### config.mk
export PLATFORM = sky130hd
export DESIGN_NAME = flit_crc_link
export DESIGN_NICKNAME = d
export VERILOG_FILES = /design/src/rtl/flit_crc_link.sv
export SDC_FILE = /design/constraint.sdc
export NUM_CORES = 1
export LEC_CHECK = 0
export CAP_MARGIN = 20
export CORE_AREA = 2 2 108 215
export CTS_BUF_LIST = sky130_fd_sc_hd__clkbuf_16
export DETAILED_ROUTE_END_ITERATION = 7
export DIE_AREA = 0 0 110 217
export PLACE_DENSITY_LB_ADDON = 0.05
export SLEW_MARGIN = 10
export SYNTH_ARGS = -nofsm -noshare
export SYNTH_HDL_FRONTEND = slang
export SYNTH_SLANG_ARGS = --single-unit
### constraint.sdc
create_clock -name clk -period 4.4 [get_ports clk]
set_input_delay 0.44 -clock clk [delete_from_list [all_inputs] [get_ports clk]]
set_output_delay 0.44 -clock clk [all_outputs]
set_load 0.01 [all_outputs]
### src/rtl/flit_crc_link.sv
module flit_crc_link #(
  parameter int PHITS = 4,
  parameter int PHIT_DATA = 18,
  parameter int PHIT_CRC = 2,
  localparam int CRC_W = PHITS * PHIT_CRC,
  localparam int CONTENT_W = PHITS * PHIT_DATA,
  localparam int PHIT_W = PHIT_DATA + PHIT_CRC,
  localparam int FLIT_W = PHITS * PHIT_W,
  parameter logic [CRC_W-1:0] POLY = 8'h85
) (
  input  logic                 clk,
  input  logic                 rst,
  input  logic                 roll_en,
  input  logic                 tx_valid,
  input  logic [CONTENT_W-1:0] tx_flit,
  output logic                 tx_out_valid,
  output logic [FLIT_W-1:0]    tx_out,
  input  logic                 rx_valid,
  input  logic [FLIT_W-1:0]    rx_flit,
  output logic                 rx_chk_valid,
  output logic                 rx_err
);

  function automatic logic [CRC_W-1:0] crc_calc(input logic [CONTENT_W-1:0] d);
    logic [CRC_W-1:0] c;
    c = '0;
    for (int i = CONTENT_W - 1; i >= 0; i--)
      c = {c[CRC_W-2:0], 1'b0} ^ ((c[CRC_W-1] ^ d[i]) ? POLY : '0);
    return c;
  endfunction

  logic [CRC_W-1:0]     tx_hist, rx_hist;
  logic [CRC_W-1:0]     tx_rem, tx_field, rx_rem, rx_field, rx_expect;
  logic [CONTENT_W-1:0] rx_content, tx_out_content;
  logic [FLIT_W-1:0]    tx_word;

  assign tx_rem   = crc_calc(tx_flit);
  assign tx_field = tx_rem ^ (roll_en ? tx_hist : '0);

  genvar p;
  generate
    for (p = 0; p < PHITS; p++) begin : g_phit
      assign tx_word[p*PHIT_W +: PHIT_DATA]           = tx_flit[p*PHIT_DATA +: PHIT_DATA];
      assign tx_word[p*PHIT_W+PHIT_DATA +: PHIT_CRC]  = tx_field[p*PHIT_CRC +: PHIT_CRC];
      assign rx_content[p*PHIT_DATA +: PHIT_DATA]     = rx_flit[p*PHIT_W +: PHIT_DATA];
      assign rx_field[p*PHIT_CRC +: PHIT_CRC]         = rx_flit[p*PHIT_W+PHIT_DATA +: PHIT_CRC];
      assign tx_out_content[p*PHIT_DATA +: PHIT_DATA] = tx_out[p*PHIT_W +: PHIT_DATA];
    end
  endgenerate

  assign rx_rem    = crc_calc(rx_content);
  assign rx_expect = rx_rem ^ (roll_en ? rx_hist : '0);

  always_ff @(posedge clk) begin
    if (rst) begin
      tx_out_valid <= 1'b0;
      tx_out       <= '0;
      tx_hist      <= '0;
      rx_chk_valid <= 1'b0;
      rx_err       <= 1'b0;
      rx_hist      <= '0;
    end else begin
      tx_out_valid <= tx_valid;
      if (tx_valid) tx_out <= tx_word;
      if (!roll_en)      tx_hist <= '0;
      else if (tx_valid) tx_hist <= tx_rem;
      rx_chk_valid <= rx_valid;
      rx_err       <= rx_valid && (rx_expect != rx_field);
      if (!roll_en)      rx_hist <= '0;
      else if (rx_valid) rx_hist <= rx_field ^ rx_hist;
    end
  end


  tx_valid_follow_chk: assert property (@(posedge clk) disable iff (rst)
    tx_valid |=> tx_out_valid);

  tx_idle_follow_chk: assert property (@(posedge clk) disable iff (rst)
    !tx_valid |=> !tx_out_valid);

  tx_content_place_chk: assert property (@(posedge clk) disable iff (rst)
    tx_valid |=> tx_out_content == $past(tx_flit));

  rx_err_qualified_chk: assert property (@(posedge clk) disable iff (rst)
    rx_err |-> rx_chk_valid);

  rx_idle_quiet_chk: assert property (@(posedge clk) disable iff (rst)
    !rx_valid |=> !rx_chk_valid && !rx_err);

  hist_clear_chk: assert property (@(posedge clk) disable iff (rst)
    !roll_en |=> tx_hist == '0 && rx_hist == '0);

endmodule

Word-level counts from Yosys, hierarchy flattened
Index checks and enable logic that the tools add are counted.
Widths: inputs -> output; s select.
- eq/ne operators: 1
- muxes and demuxes: 146
- bitwise logic cells: 288
- reduce and logical (&&, ||, !) cells: 2
- operators by type and width (operator ; count):
    $mux 8 ; 146
    $xor 8x8->8 ; 145
    $xor 1x1->1 ; 142
    $ne 8x8->1 ; 1
    $reduce_or 2->1 ; 1
    $logic_and 1x1->1 ; 1
    $not 1->1 ; 1
- register bits after elaboration: 99
- bits of input ports: 157
- output and inout port bits: 83
- logic and storage cells: 443

Depth between registers and ports, before layout
Gate-level depths: netlist of run 1.
- word-level depth: 217
- mapped depth: 12
- gate-level depth less buffers: 12

Worst setup path before layout of run 1
Ideal clock, no wire load.
- path type: input port to flip-flop
- start point: input tx_flit[58]
- end point: register tx_out[18]
- library setup time: 79 ps
- arrival: 4299 ps
- required time: 4321 ps
- setup slack: 22 ps
- stages: 12
- buffers on the path: 0
- path through: xnor3_2 > xnor3_2 > xnor3_1 > xor3_1 > xor3_1 > xnor2_2 > xnor3_1 > xnor2_2 > xnor2_2 > xor3_1 > xor2_1 > a211oi_2
- word-level cells in the longest chain between the ends: 178
- RTL lines (element ; RTL line ; text):
    start: declaration ; 15 ; input logic [CONTENT_W-1:0] tx_flit,
    $xor 1x1->1 * ; 28 ; c = {c[CRC_W-2:0], 1'b0} ^ ((c[CRC_W-1] ^ d[i]) ? POLY : '0);
    $mux 8 * ; 28 ;
    $xor 8x8->8 * ; 28 ;
    $xor 1x1->1 ; 28 ;
    $mux 8 ; 28 ;
    $xor 8x8->8 * ; 28 ;
    $xor 1x1->1 ; 28 ;
    $mux 8 ; 28 ;
    [... 162 more ...] ; -- ;
    $xor 8x8->8 * ; 28 ;
    $xor 1x1->1 ; 28 ;
    $mux 8 ; 28 ;
    $xor 8x8->8 * ; 28 ;
    $xor 1x1->1 * ; 28 ;
    $mux 8 * ; 28 ;
    $xor 8x8->8 * ; 28 ;
    $xor 8x8->8 * ; 38 ; assign tx_field = tx_rem ^ (roll_en ? tx_hist : '0);
    end signal: assignment ; 64 ; if (tx_valid) tx_out <= tx_word;
    end: declaration ; 17 ; output logic [FLIT_W-1:0] tx_out,
Mark *: on every way between the ends. The rest lies on a longest branch, timed or not.
A chain may end at the register's enable or synchronous reset.

Worst setup path after layout of run 1
- start point: input tx_flit[61]
- end point: register tx_out[19]
- word-level cells in the longest chain between the ends: 185
- RTL lines (element ; RTL line):
    $xor 1x1->1 * ; 28
    $mux 8 * ; 28
    $xor 8x8->8 * ; 28
    $xor 1x1->1 ; 28
    $mux 8 ; 28
    $xor 8x8->8 * ; 28
    $xor 1x1->1 ; 28
    $mux 8 ; 28
    [... 168 more ...] ; --
    $xor 8x8->8 * ; 28
    $xor 1x1->1 ; 28
    $mux 8 ; 28
    $xor 8x8->8 * ; 28
    $xor 1x1->1 * ; 28
    $mux 8 * ; 28
    $xor 8x8->8 * (2 in a row) ; 28
    $xor 8x8->8 * ; 38
Marks and branches as above.

==> results of run 1 <==
## what timing repair did
| item | CTS | global route |
|---|---|---|
| resized for setup | 10 | 33 |
| setup buffers | 2 | 6 |
| hold endpoints to repair | 0 | 0 |
| pin swaps | 11 | 16 |
| endpoints found under the setup margin | 5 | 8 |
## synth_stat cells, drive strengths merged (3+ instances only)
library cell,number,area share (%)
inv,3,0.15
nand2,24,1.2
nor2,99,4.8
xor2,70,8.1
xor3,12,3.7
clkbuf,16,0.78
a211oi,7,0.75
buf,9,0.44
mux2i,82,11
xnor3,64,19
dfxtp,99,26
xnor2,198,23
## metrics by stage
stage | setup TNS [ps] | hold WS, ps | setup slack, ps
final | 0 | 453 | 59.0
after global routing | -25.9 | 462 | -25.9
after CTS | 0 | 495 | 10.2
after detailed placement | -4970 | 479 | -625
after global placement | -3820 | 471 | -541
after floorplan | 0 | 460 | 21.9
## worst max-delay path: stages
cell and delay, ps:
clkdlybuf4s50_1 500, xnor3_2 390, buf_6 160, xor2_4 150, buf_4 140, xor2_1 130, buf_4 150, xnor3_2 380
buf_4 170, xnor2_4 190, buf_4 140, xnor3_1 240, xnor2_2 200, xnor2_1 140, xnor3_1 440, xor3_1 370
mux2i_1 140, nor2_1 60
## sequential cells by signal, indices dropped and copies added (netlist names)
name / flops
rx_chk_valid: 1
rx_err: 1
rx_hist: 8
tx_hist: 8
tx_out: 80
tx_out_valid: 1
## placed cells by master, fill, tap and decap left out, drive strengths merged
cell | Yosys | final
o21ai | 1 | 1
nand4 | 1 | 1
inv | 3 | 5
nand2b | 2 | 2
clkdlybuf4s50 | 0 | 234
a31oi | 1 | 1
nand2 | 24 | 24
or2 | 1 | 1
a311oi | 1 | 1
buf | 9 | 138
xnor3 | 64 | 64
nor2 | 99 | 99
nand3 | 1 | 1
o221ai | 2 | 2
clkinvlp | 0 | 2
xnor2 | 198 | 198
clkinv | 0 | 2
a211oi | 7 | 7
a41oi | 1 | 1
bufinv | 0 | 1
xor3 | 12 | 12
xor2 | 70 | 70
clkbuf | 16 | 9
nor2b | 1 | 1
nor3 | 2 | 2
nor3b | 1 | 1
a31o | 1 | 1
dfxtp | 99 | 99
a32oi | 1 | 1
mux2i | 82 | 82
dlymetal6s2s | 0 | 3
## cell families (layout without fill, tap and decap cells)
kind of cell	after synthesis	count (layout)	share of synthesized area, %
xor+xnor	344	344	53.8
simple gates	132	132	6.72
flops	99	99	25.8
mux	82	82	10.7
buf+inv	28	394	1.37
compound gates	15	15	1.58
## layout make-up
cell class	count	area (µm²)	area share, %
Tap cell	280	350	2.95
Clock inverter	7	61.3	0.516
Clock buffer	9	225	1.90
Inverter	3	11.3	0.0948
Timing Repair Buffer	375	3430	28.9
Sequential cell	99	1980	16.7
Multi-Input combinational cell	573	5820	49.0
## how the worst max path moves through the flow
stage,slack (ps),startpoint,depth (start not counted),endpoint
3_5_place_dp,-620,tx_flit[58],13,tx_out[18]$_SDFFE_PP0P_
3_3_place_gp,-540,tx_flit[58],13,tx_out[18]$_SDFFE_PP0P_
2_1_floorplan,20,tx_flit[58],12,tx_out[18]$_SDFFE_PP0P_
5_1_grt,-30,tx_flit[61],18,tx_out[19]$_SDFFE_PP0P_
4_1_cts,10,tx_flit[65],15,tx_out[19]$_SDFFE_PP0P_
6_report,60,tx_flit[61],18,tx_out[19]$_SDFFE_PP0P_
## layer usage
metal,vias to the layer above,global-route usage (%)
li1,3018,-
met3,9,3.23
met2,138,31.3
met1,2779,24.4
met5,-,0
met4,0,4.05
==> results.toml, run 1 <==
[clocking]
clock_sinks = 99
cts_hold_buf = 0
htreeDepth = 3
clk_latency_ps = 350
root_buffer = "clkbuf_16"
cts_buffers = 9
path_clk_slew_ps = 70
cts_buffer_depth = 2
cts_tree = "done"

[hold_path]
holdCritStartpoint = "tx_flit[64]"
min_to = "tx_out[70]$_SDFFE_PP0P_"
hold_path_class = "input pin to register"
hold_depth = 3

[floorplanning]
core_um2 = 22300
die-width_um = 110
io_pins = 240
fp.dieArea_um2 = 23900
rows = 78
die_y_um = 217
initial_core_util_pct = 34.3

[placement]
gp_congestion = 0.797
dpl_cell_area_um2 = 11300
dp_cells = 1322
dpl.hpwl_mm = 17.6
io_buffer_count = 239

[sta]
fin_skew_ps = 6.10
relSlewSlack_pct = 38.7
hold_viol = 0
worstMarginPinSlew_ps = 919
maxSlewViolCount = 0
period_share_pct = 98.7
fmax_mhz = 230
setup_viol = 0
finalCriticalPeriod_ps = 4340

[routing]
dr.first_iter.drc_count = 211
wl_met2_mm = 11.0
ant_nets = 0
totalWireLength_mm = 22.0
firstDrtPassIters = 5
wl_met1_mm = 9.72
routed.top_layer = "met4"
dr_total_vias = 5944
routedWlPerCell_um = 16.3
drc = 0
route.met3.wl_mm = 1.10
viasPerCell = 4.42

[finish]
postLayoutCellArea_um2 = 11900
final_core_util_pct = 53.1
diodes = 0
final_nets = 1218
final_cells = 1346
nFillCells = 2103
syn_to_final_growth_pct = 54.8
drive_gt1_share_pct = 18.6

[global_route]
antenna_found_initial = 0
grt_pass1_vias = 6211
grt_max_degree = 97
grt_pass1_wl_mm = 33.4
grt_overflow = 0
grt_usage_pct = 18.5

[synthesis]
synth-edff-count = 0
avgSynthCellArea_um2 = 11.0
synth_top_flop_cell = "dfxtp_1"
yosysSeqAreaShare_pct = 25.8
ys_types = 30
ys_ff_latch = 99
ys_warn_count = 0
synth_area_um2 = 7670
synthCells = 700
syn_nets = 857
async_flop_share_pct = 0

[worst_setup_path]
required_ps = 4600
rr_startpoint = "rx_hist[5]$_SDFFE_PP0P_"
crit_fanout = 3
regToRegEndpoint = "rx_err$_SDFF_PP0_"
reg2reg_depth = 9
worstSetupPathType = "input pin to register"
cp-end-kind = "register"
r2r_slack_ps = 2770
worst_ep_arrival_time_ps = 4540
worstSetupStartpointType = "input pin"

[flow_run]
maxCapViolCount = 0

[outcome]
status = "finished, final reports clean"
Power of run 1 is left out: the tool's default activity adds up to more than one toggle a clock period on the data nets, which glitch-free logic cannot reach.
==> inputs of run 2 (changes only) <==
--- a/config.mk
+++ b/config.mk
@@ -5,9 +5,9 @@
 export SDC_FILE = /design/constraint.sdc
 export NUM_CORES = 1
 export LEC_CHECK = 0
-export CAP_MARGIN = 20
 export CORE_AREA = 2 2 108 215
 export CTS_BUF_LIST = sky130_fd_sc_hd__clkbuf_16
+export CTS_CLUSTER_DIAMETER = 50
 export DETAILED_ROUTE_END_ITERATION = 7
 export DIE_AREA = 0 0 110 217
 export PLACE_DENSITY_LB_ADDON = 0.05
==> results of run 2 <==
The final DEF is identical to that of run 1; final timing and power are the same.
Power of run 2 is left out for the same reason.
